`src/rtl/pf_pkg.sv`:
```
package pf_pkg;
    localparam int SEG_W = 16;
    localparam int OFF_W = 16;
    localparam int PA_W  = 20;
    localparam int BYTE_W = 8;

    typedef logic [SEG_W-1:0] seg_t;
    typedef logic [OFF_W-1:0] off_t;
    typedef logic [PA_W-1:0]  paddr_t;

    // Fetch-side control state
    typedef struct packed {
        seg_t seg;
        off_t off;
        logic busy;   // a read has been accepted and awaits its response
        logic drop;   // the awaited response belongs to a flushed stream
        logic odd;    // the awaited read was at an odd address
    } fetch_st_t;
endpackage

```
`src/rtl/pf_addr_gen.sv`:
```
module pf_addr_gen #(
    parameter int SW = 16,
    parameter int OW = 16,
    parameter int AW = 20
) (
    input  logic [SW-1:0] seg_i,
    input  logic [OW-1:0] off_i,
    output logic [AW-1:0] phys_o
);
    localparam int SHIFT = AW - SW;

    // Segment scaled by 16, offset zero-extended; carry out of AW is lost.
    always_comb begin
        phys_o = {seg_i, {SHIFT{1'b0}}} + {{(AW-OW){1'b0}}, off_i};
    end
endmodule

```
`src/rtl/pf_byte_queue.sv`:
```
module pf_byte_queue #(
    parameter int DEPTH = 6,
    parameter int BW    = 8,
    localparam int PW   = $clog2(DEPTH),
    localparam int CW   = $clog2(DEPTH + 1)
) (
    input  logic          clk,
    input  logic          rst_n,
    input  logic          flush_i,
    input  logic [1:0]    push_n_i,
    input  logic [BW-1:0] push_b0_i,
    input  logic [BW-1:0] push_b1_i,
    input  logic          pop_i,
    output logic [BW-1:0] head_o,
    output logic          empty_o,
    output logic [CW-1:0] count_o
);
    typedef struct packed {
        logic [DEPTH-1:0][BW-1:0] mem;
        logic [PW-1:0]            rd;
        logic [PW-1:0]            wr;
        logic [CW-1:0]            cnt;
    } q_st_t;

    q_st_t q_d, q_q;
    logic          do_pop;
    logic [PW-1:0] wr_nx, wr_nx2, rd_nx;

    function automatic logic [PW-1:0] step(input logic [PW-1:0] p);
        return (p == PW'(DEPTH - 1)) ? '0 : p + 1'b1;
    endfunction

    always_comb begin
        wr_nx  = step(q_q.wr);
        wr_nx2 = step(wr_nx);
        rd_nx  = step(q_q.rd);
        do_pop = pop_i && (q_q.cnt != '0);
        q_d    = q_q;
        if (flush_i) begin
            q_d.rd  = '0;
            q_d.wr  = '0;
            q_d.cnt = '0;
        end else begin
            if (push_n_i != 2'd0) q_d.mem[q_q.wr] = push_b0_i;
            if (push_n_i == 2'd2) q_d.mem[wr_nx]  = push_b1_i;
            case (push_n_i)
                2'd1:    q_d.wr = wr_nx;
                2'd2:    q_d.wr = wr_nx2;
                default: q_d.wr = q_q.wr;
            endcase
            if (do_pop) q_d.rd = rd_nx;
            q_d.cnt = q_q.cnt + CW'(push_n_i) - CW'(do_pop);
        end
    end

    always_ff @(posedge clk or negedge rst_n) begin
        if (!rst_n) q_q <= '0;
        else        q_q <= q_d;
    end

    assign head_o  = q_q.mem[q_q.rd];
    assign empty_o = (q_q.cnt == '0);
    assign count_o = q_q.cnt;

    // the fetch side must never push past the capacity
    p_no_overflow_r6: assert property (@(posedge clk) disable iff (!rst_n)
        q_q.cnt <= CW'(DEPTH));

    // popping an empty queue with nothing arriving leaves it empty
    p_empty_pop_r9: assert property (@(posedge clk) disable iff (!rst_n)
        (pop_i && empty_o && push_n_i == 2'd0 && !flush_i) |=> empty_o);
endmodule

```
`src/rtl/pf_fetch_unit.sv`:
```
module pf_fetch_unit
    import pf_pkg::*;
#(
    parameter int          QDEPTH  = 6,
    parameter logic [15:0] RST_SEG = 16'hFFFF,
    parameter logic [15:0] RST_OFF = 16'h0000,
    localparam int CW = $clog2(QDEPTH + 1)
) (
    input  logic        clk,
    input  logic        rst_n,
    input  logic        redir_valid,
    input  logic [15:0] redir_seg,
    input  logic [15:0] redir_off,
    output logic        mem_req_valid,
    output logic [19:0] mem_req_addr,
    input  logic        mem_req_ready,
    input  logic        mem_rsp_valid,
    input  logic [15:0] mem_rsp_data,
    input  logic        pop,
    output logic [7:0]  q_byte,
    output logic        q_empty
);
    localparam logic [CW-1:0] FILL_LIM = CW'(QDEPTH - 2);

    fetch_st_t st_d, st_q;
    logic [CW-1:0]     q_count;
    logic              free_ok, accept, rsp_take;
    logic [1:0]        push_n;
    logic [BYTE_W-1:0] push_b0, push_b1;

    pf_addr_gen #(.SW(SEG_W), .OW(OFF_W), .AW(PA_W)) i_addr (
        .seg_i (st_q.seg),
        .off_i (st_q.off),
        .phys_o(mem_req_addr)
    );

    always_comb begin
        free_ok       = (q_count <= FILL_LIM);
        mem_req_valid = !st_q.busy && free_ok && !redir_valid;
        accept        = mem_req_valid && mem_req_ready;
        rsp_take      = mem_rsp_valid && st_q.busy;
        push_n        = (rsp_take && !st_q.drop && !redir_valid)
                        ? (st_q.odd ? 2'd1 : 2'd2) : 2'd0;
        push_b0       = st_q.odd ? mem_rsp_data[15:8] : mem_rsp_data[7:0];
        push_b1       = mem_rsp_data[15:8];

        st_d = st_q;
        if (redir_valid) begin
            st_d.seg  = redir_seg;
            st_d.off  = redir_off;
            st_d.busy = st_q.busy && !rsp_take;
            st_d.drop = st_q.busy && !rsp_take;
        end else begin
            if (rsp_take) begin
                st_d.busy = 1'b0;
                st_d.drop = 1'b0;
            end
            if (accept) begin
                st_d.busy = 1'b1;
                st_d.odd  = st_q.off[0];
                st_d.off  = st_q.off + (st_q.off[0] ? 16'd1 : 16'd2);
            end
        end
    end

    always_ff @(posedge clk or negedge rst_n) begin
        if (!rst_n) begin
            st_q      <= '0;
            st_q.seg  <= RST_SEG;
            st_q.off  <= RST_OFF;
        end else begin
            st_q <= st_d;
        end
    end

    pf_byte_queue #(.DEPTH(QDEPTH), .BW(BYTE_W)) i_queue (
        .clk      (clk),
        .rst_n    (rst_n),
        .flush_i  (redir_valid),
        .push_n_i (push_n),
        .push_b0_i(push_b0),
        .push_b1_i(push_b1),
        .pop_i    (pop),
        .head_o   (q_byte),
        .empty_o  (q_empty),
        .count_o  (q_count)
    );

    // a redirect leaves an empty queue behind it
    p_redir_flush_r8: assert property (@(posedge clk) disable iff (!rst_n)
        redir_valid |=> q_empty);

    // an unaccepted request holds its address
    p_req_hold_r7: assert property (@(posedge clk) disable iff (!rst_n)
        (mem_req_valid && !mem_req_ready) |=>
        (redir_valid || (mem_req_valid && $stable(mem_req_addr))));

    // at most one read outstanding
    p_one_outstanding_r6: assert property (@(posedge clk) disable iff (!rst_n)
        (mem_req_valid && mem_req_ready) |=> !mem_req_valid);

    // advancing the offset never changes the segment
    p_seg_kept_r5: assert property (@(posedge clk) disable iff (!rst_n)
        (mem_req_valid && mem_req_ready) |=> (st_q.seg == $past(st_q.seg)));
endmodule

```
`config.mk`:
```
export PLATFORM = sky130hd
export DESIGN_NAME = pf_fetch_unit
export DESIGN_NICKNAME = d
export VERILOG_FILES = /design/src/rtl/pf_pkg.sv /design/src/rtl/pf_addr_gen.sv /design/src/rtl/pf_byte_queue.sv /design/src/rtl/pf_fetch_unit.sv
export SDC_FILE = /design/constraint.sdc
export NUM_CORES = 1
export LEC_CHECK = 0
export BUFFER_PORTS_ARGS = -buffer_cell sky130_fd_sc_hd__buf_4
export CORE_MARGIN = 3
export CORE_UTILIZATION = 40
export CTS_CLUSTER_SIZE = 30
export DETAILED_ROUTE_END_ITERATION = 10
export MAX_ROUTING_LAYER = met4
export PLACE_DENSITY = 0.68
export SETUP_SLACK_MARGIN = 0.4
export SYNTH_ARGS = -nofsm -noshare
export SYNTH_HDL_FRONTEND = slang
export SYNTH_SLANG_ARGS = --single-unit
```
`constraint.sdc`:
```
create_clock -name clk -period 3.6 [get_ports clk]
set_input_delay 0.54 -clock clk [delete_from_list [all_inputs] [get_ports clk]]
set_output_delay 0.54 -clock clk [all_outputs]
set_load 0.01 [all_outputs]
```
==> results of run 1 <==
[cell usage in the layout, fill, tap and decap left out, types with 17 or more instances in the layout]
cell	netlist	final
a21oi_1	34	34
buf_4	5	89
dfrtp_1	76	75
ha_1	17	17
inv_1	24	24
mux2_2	22	22
mux2i_1	28	28
nand2_1	50	50
nor2_1	39	39
o21ai_0	27	27
o22ai_1	32	32
[cells in the mapped netlist, drive strengths merged, types with 5 or more instances]
library cell,instances
nor3,10
a22oi,10
o22ai,32
dfstp,16
mux2i,28
nor2b,9
o21ai,35
buf,28
o22a,16
a21oi,35
o311ai,5
a221o,5
clkbuf,12
nand3,13
mux4,8
nand2,52
ha,17
nor2,39
mux2,22
xnor2,11
inv,24
nand2b,8
or2b,5
xor2,6
a21o,5
dfrtp,76
o221a,8
[kinds of logic (layout without fill, tap and decap cells)]
| group | after synthesis | in the layout | synth area share [%] |
|---|---|---|---|
| xor gates and xnor gates | 17 | 17 | 2.59 |
| adders and majority gates | 19 | 19 | 4.39 |
| buffers and inverters | 64 | 129 | 4.91 |
| muxes | 58 | 58 | 12.3 |
| DFF | 92 | 92 | 40.3 |
| and+or+nand+nor | 165 | 165 | 15.0 |
| AOI/OAI and AO/OA | 174 | 174 | 20.5 |
[power groups by stage]
stage / Clock, mW / Sequential, mW / Combinational (mW)
detailed placement: 0 / 1.50 / 1.60
global placement: 0 / 1.48 / 1.55
CTS: 1.13 / 1.48 / 1.62
floorplan: 0 / 1.38 / 1.11
global route: 1.18 / 1.52 / 1.76
finish: 1.11 / 1.48 / 1.61
[state kept, by name (all words and copies together), names as in the netlist]
name	cells
st_q	35
i_queue.q_q	54
i_queue.count_o	3
[area by class of cell]
type                            count  share of cell area [%]
Sequential cell                    92                    34.1
Tap cell                          180                    3.31
Clock buffer                        9                    3.31
Clock inverter                      7                    1.82
Multi-Input combinational cell    433                    46.3
Timing Repair Buffer               89                    9.81
Inverter                           24                    1.32
[per-stage QoR]
| step | power [mW] | instances | worst slack, ps | hold WS (ps) |
|---|---|---|---|---|
| after detailed placement | 3.11 | 818 | 517 | 479 |
| after global placement | 3.03 | 818 | 594 | 467 |
| after CTS | 4.23 | 834 | 427 | 172 |
| after floorplan | 2.49 | 589 | 883 | 244 |
| after global routing | 4.46 | 834 | 404 | 200 |
| final | 4.19 | 834 | 494 | 168 |
[worst paths after layout]
kind                                       to
max in group asynchronous            st_q[28]
hold reg to reg               i_queue.q_q[40]
hold / removal                i_queue.q_q[11]
setup / recovery             mem_req_addr[19]
setup reg to reg           i_queue.count_o[2]
min in group clk                      st_q[1]
[metal layers]
| metal | up-vias | GRT usage, % | wire (um) |
|---|---|---|---|
| li1 | 2302 | - | - |
| met1 | 2380 | 23.5 | 6200 |
| met2 | 193 | 32.4 | 7460 |
| met3 | 35 | 3.56 | 817 |
| met4 | 0 | 7.51 | 450 |
| met5 | - | - | 0 |
[repair_timing]
action / CTS / global route
pin swaps: 0 / 4
setup endpoints to repair: 5 / 2
endpoints found under the hold margin: 0 / 0
gates resized for setup: 2 / 3
==> run_results.csv, run 1 <==
group,metric,value,unit
timing,drv_slew,0,
yosys,yosysWarnings,0,
routing,routed_wl,14900,um
floorplan,die_area,0.0159,mm2
global_routing,grt_max_degree,52,
status,outcome,"complete, no violations",
timing,slew_headroom,46.3,%
floorplan,die_h,126,um
yosys,synth_nets,662,
yosys,synth-main-ff-cell,"dfrtp_1",
routing,drc,0,
worst_setup_path,required,3060,ps
routing,num_vias,4910,
yosys,synth_edf_count,0,
worst_setup_path,cp-end-kind,"output pin",
clock_tree,postCtsSetupRepairBufs,0,
global_routing,grtUsageTotal,19.4,%
worst_setup_path,max_stage_delay,450,ps
routing,final_antenna_net_count,0,
power,p_comb_share,38.3,%
layout,utilization,48.7,%
worst_setup_path,crit_buf_inv,1,
placed_design,post_dp_cell_area,0.00646,mm2
timing,finalCritPeriodShare,86.3,%
power,power_density,616,mW/mm2
timing,tightest_slew,805,ps
clock_tree,cts_sinks,92,
floorplan,initial_utilization,41.2,%
timing,finalClockSkew,6.68,ps
power,switching_share,34.7,%
worst_setup_path,crit_chain,"ha_1 > nand3_1 > o211ai_2 > nand4_1 > a2111oi_0 > nand4b_1 > buf_4",
layout,drive_above_1_share,25.1,%
layout,fill_cells,1323,
worst_hold_path,hold_path.class,"in2async",
yosys,synthCells,589,
yosys,ys_ff_latch,92,
timing,post-route-min-period,3110,ps
yosys,synth-seq-area-share,40.3,%
layout,antenna_cells,0,
placed_design,io_buffers,83,
global_routing,grt_pass1_vias,5082,
layout,design_area,0.00681,mm2
routing,via_per_inst,5.89,
clock_tree,tritoncts,"done",
worst_setup_path,cp_top_family,"compound AO/OA/AOI/OAI gates",
placed_design,routabilityCongestion,0.856,
floorplan,row_count,43,
power,switching_power,1.45,mW
worst_setup_path,crit_type,"reg2out",
timing,tns,0,ps
power,pwr-share-clk,26.4,%
yosys,syn-cell-area,0.00576,mm2
routing,wl_per_cell,17.9,um
timing,setup_violations,0,
timing,fmax,322,MHz
power,p_seq_share,35.3,%
yosys,yosysTopAreaCellShare,33.0,%
layout,ff_latch_area,0.00232,mm2
clock_tree,h-tree-depth,3,
clock_tree,root_buffer,"clkbuf_16",
placed_design,dp_hpwl,11100,um
floorplan,die_w,126,um
yosys,synth_cell_type_count,66,
layout,multiInputGateArea,0.00316,mm2
clock_tree,hold_buffers,0,
worst_setup_path,path_max_fanout,5,
clock_tree,clock_latency,340,ps
clock_tree,clkTransAtPathRegs,70,ps
yosys,synthArstFlopShare,100,%
timing,rsz0062_at_grt,"false",
global_routing,antenna_found_initial,0,
routing,drtIter0Drc,336,
yosys,yosysTopAreaCell,"dfrtp_1",
power,leakage,3.01,nW
worst_setup_path,cp-start-kind,"flop",
floorplan,ioPinCount,84,
timing,hold_viol,0,
worst_setup_path,worstRegToRegCells,8,
clock_tree,clock_path_buffers,2,
floorplan,core_area,0.0140,mm2
layout,syn_to_final_growth,18.4,%
layout,nets,722,
worst_setup_path,crit_cells,7,
worst_setup_path,r2r_start,"st_q[2]",
global_routing,gr-total-overflow,0,
yosys,synth.avg_cell_area,9.77,um2
worst_setup_path,crit_slowest_cell,"a2111oi_0",
power,peakVddDrop,0.315,mV
worst_setup_path,startpoint,"st_q[9]",
global_routing,grt_pass1_wl,24600,um
power,p_int,2.74,mW
clock_tree,numCtsBuffers,9,
flow_run,maxCapViolCount,0,
worst_setup_path,crit_arrival,2570,ps
yosys,synth_area_leaders,"dfrtp_1, dfstp_2, mux2i_1, mux2_2, ha_1",
routing,drt_first_pass_iters,5,
worst_setup_path,r2r_setup_slack,1200,ps
Power figures use the tool's default switching activity.
==> run 2: changes to the inputs <==
- CORE_ASPECT_RATIO: not set -> 1.4
==> run_results.csv, run 2 (synthesis results as in run 1) <==
group,metric,value,unit
timing,slew_headroom,37.6,%
timing,drv_slew,0,
layout,top_register,"i_queue.q_q",
worst_setup_path,crit_slowest_cell,"a2111oi_0",
layout,antenna_cells,0,
layout,fill_cells,1292,
timing,post-route-min-period,3110,ps
layout,layout_common_cells,"buf_4, dfrtp_1, nand2_1",
global_routing,gr-total-overflow,0,
routing,via_per_inst,5.87,
status,outcome,"complete, no violations",
layout,syn_to_final_growth,18.2,%
timing,tns,0,ps
worst_setup_path,cp-end-kind,"output pin",
clock_tree,cts_sinks,92,
worst_setup_path,required,3060,ps
clock_tree,hold_buffers,0,
timing,finalClockSkew,10.5,ps
floorplan,core_area,0.0140,mm2
routing,final_antenna_net_count,0,
clock_tree,clock_path_buffers,2,
power,leakage,3.00,nW
floorplan,ioPinCount,84,
worst_hold_path,hold_path.class,"in2async",
routing,wl_per_cell,18.8,um
worst_setup_path,crit_arrival,2570,ps
floorplan,initial_utilization,41.2,%
timing,finalCritPeriodShare,86.3,%
timing,worst_slack,492,ps
clock_tree,clkTransAtPathRegs,70,ps
placed_design,post-place-ws,753,ps
clock_tree,numCtsBuffers,9,
floorplan,row_count,51,
placed_design,routabilityCongestion,0.939,
timing,fmax,322,MHz
worst_setup_path,max_stage_delay,480,ps
routing,drt_first_pass_iters,5,
layout,largest_reg_flops,54,
clock_tree,clock_latency,350,ps
placed_design,io_buffers,83,
layout,nets,724,
floorplan,die_h,148,um
worst_setup_path,path_max_fanout,5,
routing,drtIter0Drc,317,
placed_design,post_dp_cell_area,0.00647,mm2
global_routing,grtUsageTotal,20.7,%
worst_setup_path,cp-start-kind,"flop",
global_routing,grt_pass1_wl,25400,um
power,power_density,601,mW/mm2
worst_setup_path,crit_type,"reg2out",
layout,drive_above_1_share,25.0,%
floorplan,die_area,0.0159,mm2
worst_setup_path,crit_buf_inv,1,
clock_tree,tritoncts,"done",
timing,hold_viol,0,
timing,fin_worst_hold_slack,300,ps
routing,drc,0,
placed_design,dp_hpwl,11400,um
routing,routed_wl,15800,um
timing,setup_violations,0,
clock_tree,root_buffer,"clkbuf_16",
global_routing,antenna_found_initial,0,
worst_setup_path,crit_chain,"ha_1 > nand3_1 > o211ai_4 > nand4_1 > a2111oi_0 > nand4b_1 > buf_4",
floorplan,die_w,107,um
layout,layout_commonest_cell,"buf_4",
flow_run,maxCapViolCount,0,
timing,rsz0062_at_grt,"true",
routing,num_vias,4937,
layout,design_area,0.00681,mm2
worst_setup_path,cp_top_family,"compound AO/OA/AOI/OAI gates",
global_routing,grt_pass1_vias,5039,
power,peakVddDrop,0.338,mV
clock_tree,h-tree-depth,3,
timing,tightest_slew,936,ps
global_routing,grt_max_degree,71,
worst_setup_path,r2r_setup_slack,1230,ps
## run 2: per-stage QoR
stage	power, mW	util [%]	std cells
final	4.09	48.7	841
after global placement	3.07	46.3	824
after global routing	4.33	48.7	841
after floorplan	2.49	-	589
after CTS	4.11	48.5	840
after detailed placement	3.12	46.3	824
## run 2: layout make-up
cell class | count | area [um2] | share of cell area [%]
well taps | 185 | 231 | 3.40
clock inverters | 4 | 47.5 | 0.699
multi-input cells | 433 | 3170 | 46.6
repair buffers | 91 | 683 | 10.0
flip-flops and latches | 92 | 2320 | 34.1
clock buffers | 12 | 256 | 3.77
inverters | 24 | 90.1 | 1.32
## run 2: final timing paths
kind                                  from                 end  depth (start not counted)
setup / recovery                   st_q[9]    mem_req_addr[19]                          7
hold / removal                       rst_n     i_queue.q_q[23]                          1
setup reg to reg                   st_q[2]  i_queue.count_o[2]                          8
hold reg to reg            i_queue.q_q[51]     i_queue.q_q[51]                          2
max in group asynchronous            rst_n            st_q[33]                          2
min in group clk             mem_rsp_valid             st_q[1]                          2
## run 2: timing repair
action                                  4_1_cts  5_1_grt
endpoints found under the setup margin        1        6
pin swaps                                     0        3
gates resized for setup                       1        4
setup buffers                                 0        1
## run 2: worst reg2reg max path, cell delays in order, from the launching register on
cell and delay (ps):
dfrtp_1 470, and4bb_1 520, nand2_1 110, ha_1 320, inv_1 40, ha_1 180, fa_1 370, xnor2_1 170
nor2_1 50
## run 2: report_power, final
group | switching, mW | leakage [nW] | internal, mW
clock network | 0.403 | 0.149 | 0.574
registers | 0.235 | 1.16 | 1.25
logic | 0.817 | 1.69 | 0.814
total | 1.46 | 3.00 | 2.64
## run 2: per-layer routing
metal | routed length (um) | global-route usage (%) | vias to the layer above
li1 | - | - | 2298
met1 | 6310 | 24.2 | 2448
met3 | 752 | 2.66 | 33
met2 | 8160 | 34.9 | 158
met4 | 599 | 10.1 | 0
met5 | 0 | - | -
==> run 3: changes to the inputs <==
- GPL_TIMING_DRIVEN: not set -> 0
- RECOVER_POWER: not set -> 100
==> run_results.csv, run 3 (synthesis results as in run 1) <==
group,metric,value,unit
layout,drive_above_1_share,19.8,%
worst_setup_path,crit_type,"reg2out",
timing,fmax,319,MHz
clock_tree,cts_sinks,92,
clock_tree,numCtsBuffers,9,
placed_design,dp_hpwl,12000,um
worst_setup_path,worstRegToRegCells,9,
global_routing,grtUsageTotal,21.0,%
timing,setup_violations,0,
worst_hold_path,min_path_cells,2,
floorplan,die_h,148,um
worst_setup_path,crit_chain,"ha_1 > nand3_1 > o211ai_4 > nand4_1 > a2111oi_0 > nand4b_1 > buf_4",
worst_setup_path,r2r_start,"st_q[0]",
layout,layout_commonest_cell,"dfrtp_1",
worst_setup_path,crit_buf_inv,1,
layout,design_area,0.00679,mm2
worst_setup_path,r2r_setup_slack,820,ps
routing,via_per_inst,5.82,
worst_hold_path,hold_path.class,"in2reg",
floorplan,die_w,107,um
layout,multiInputGateArea,0.00316,mm2
worst_setup_path,crit_slowest_cell,"a2111oi_0",
routing,wl_per_cell,18.4,um
clock_tree,h-tree-depth,3,
power,peakVddDrop,0.280,mV
timing,hold_viol,0,
worst_setup_path,path_max_fanout,5,
layout,largest_reg_flops,54,
placed_design,routabilityCongestion,0.935,
clock_tree,tritoncts,"done",
floorplan,core_area,0.0140,mm2
timing,finalClockSkew,7.39,ps
worst_setup_path,crit_arrival,2590,ps
worst_setup_path,timing.rr.end,"i_queue.count_o[2]",
placed_design,io_buffers,75,
floorplan,row_count,51,
worst_hold_path,min_to,"st_q[1]",
routing,routed_wl,15900,um
timing,drv_slew,93,
status,outcome,"finished with violations",
power,power_density,593,mW/mm2
layout,antenna_cells,0,
routing,drt_first_pass_iters,5,
layout,ff_latch_area,0.00232,mm2
layout,top_register,"i_queue.q_q",
status,violations,"capacitance limit, slew limit",
timing,post-route-min-period,3130,ps
timing,tns,0,ps
worst_setup_path,required,3060,ps
global_routing,gr-total-overflow,0,
routing,num_vias,5048,
worst_setup_path,cp-start-kind,"flop",
floorplan,die_area,0.0159,mm2
worst_setup_path,cp-end-kind,"output pin",
clock_tree,root_buffer,"clkbuf_16",
power,pwr-share-clk,24.6,%
power,p_seq_share,35.6,%
layout,fill_cells,1303,
timing,finalCritPeriodShare,87.1,%
clock_tree,clkTransAtPathRegs,70,ps
routing,drtIter0Drc,274,
routing,drc,0,
timing,slew_headroom,-54.7,%
global_routing,grt_pass1_wl,25700,um
layout,nets,750,
timing,fin_worst_hold_slack,390,ps
global_routing,grt_pass1_vias,5136,
routing,final_antenna_net_count,0,
timing,tightest_slew,2320,ps
power,p_comb_share,39.8,%
worst_hold_path,hp-start,"mem_rsp_valid",
layout,layout_common_cells,"dfrtp_1, buf_4, nand2_1",
worst_setup_path,max_stage_delay,520,ps
timing,rsz0062_at_grt,"true",
placed_design,post_dp_cell_area,0.00655,mm2
layout,syn_to_final_growth,18.0,%
power,switching_power,1.50,mW
clock_tree,clock_path_buffers,2,
flow_run,maxCapViolCount,1,
power,finalPower,4.03,mW
global_routing,grt_max_degree,93,
power,p_int,2.53,mW
global_routing,antenna_found_initial,0,
floorplan,initial_utilization,41.2,%
layout,utilization,48.6,%
power,switching_share,37.3,%
worst_setup_path,cp_top_family,"compound AO/OA/AOI/OAI gates",
power,leakage,2.94,nW
floorplan,ioPinCount,84,
clock_tree,clock_latency,350,ps
-- run 3: cell types whose count changed in the layout (fill, tap and decap cells not counted), moves of 4 or more --
| cell | delta |
|---|---|
| clkbuf_1 | +41 |
| buf_4 | -34 |
| buf_1 | +10 |
| o21ai_0 | +6 |
| o21ai_1 | -6 |
| clkbuf_4 | +4 |
-- run 3: worst reg2reg max path, delay by kind of cell, from the launching register on --
kind,cells,cell delay (ps)
xor gates and xnor gates,1,170
adders and majority gates,3,900
buffers and inverters,3,930
DFF,1,420
and+or+nand+nor,2,240
-- run 3: area by class of cell --
cell class                 instances  share of cell area [%]
multi-input combinational        433                    46.5
clock buffer                       9                    3.31
clock inverter                     7                    1.22
sequential                        92                    34.2
inverter                          24                    1.33
timing repair buffer              77                    7.42
buffer                            40                    2.58
tap                              185                    3.41
-- run 3: power groups by stage --
stage / Clock (mW) / Sequential [mW] / Combinational, mW
after floorplan: 0 / 1.38 / 1.11
after global placement: 0 / 1.43 / 1.63
after detailed placement: 0 / 1.45 / 1.68
after CTS: 1.01 / 1.43 / 1.70
after global routing: 1.06 / 1.45 / 1.77
final: 0.990 / 1.43 / 1.61
-- run 3: stage by stage --
stage               instances  worst slack (ps)
finish                    867               465
global route              867               257
CTS                       865               445
detailed placement        849               461
global placement          849               465
floorplan                 589               883
-- run 3: worst max path at each step --
stage	to	depth (start not counted)	from	slack, ps
2_1_floorplan	mem_req_addr[18]	6	st_q[7]	880
3_3_place_gp	mem_req_addr[18]	7	st_q[7]	470
3_5_place_dp	mem_req_addr[18]	7	st_q[7]	460
4_1_cts	mem_req_addr[18]	7	st_q[7]	440
5_1_grt	mem_req_addr[19]	7	st_q[10]	260
6_report	mem_req_addr[19]	7	st_q[10]	470
-- run 3: metal layers --
| metal | routed length, um | part of all wire [%] | global-route usage [%] | vias to the layer above |
|---|---|---|---|---|
| met5 | 0 | 0 | - | - |
| met4 | 518 | 3.2 | 7.39 | 0 |
| met3 | 777 | 4.9 | 3.41 | 44 |
| met2 | 8530 | 54 | 36.7 | 175 |
| met1 | 6120 | 38 | 24.2 | 2473 |
| li1 | - | - | - | 2356 |
-- run 3: timing repair --
item	in CTS	in global routing
setup endpoints to repair	5	4
hold buffers	0	0
pin swaps	0	4
setup buffers	0	2
gates resized for setup	3	7
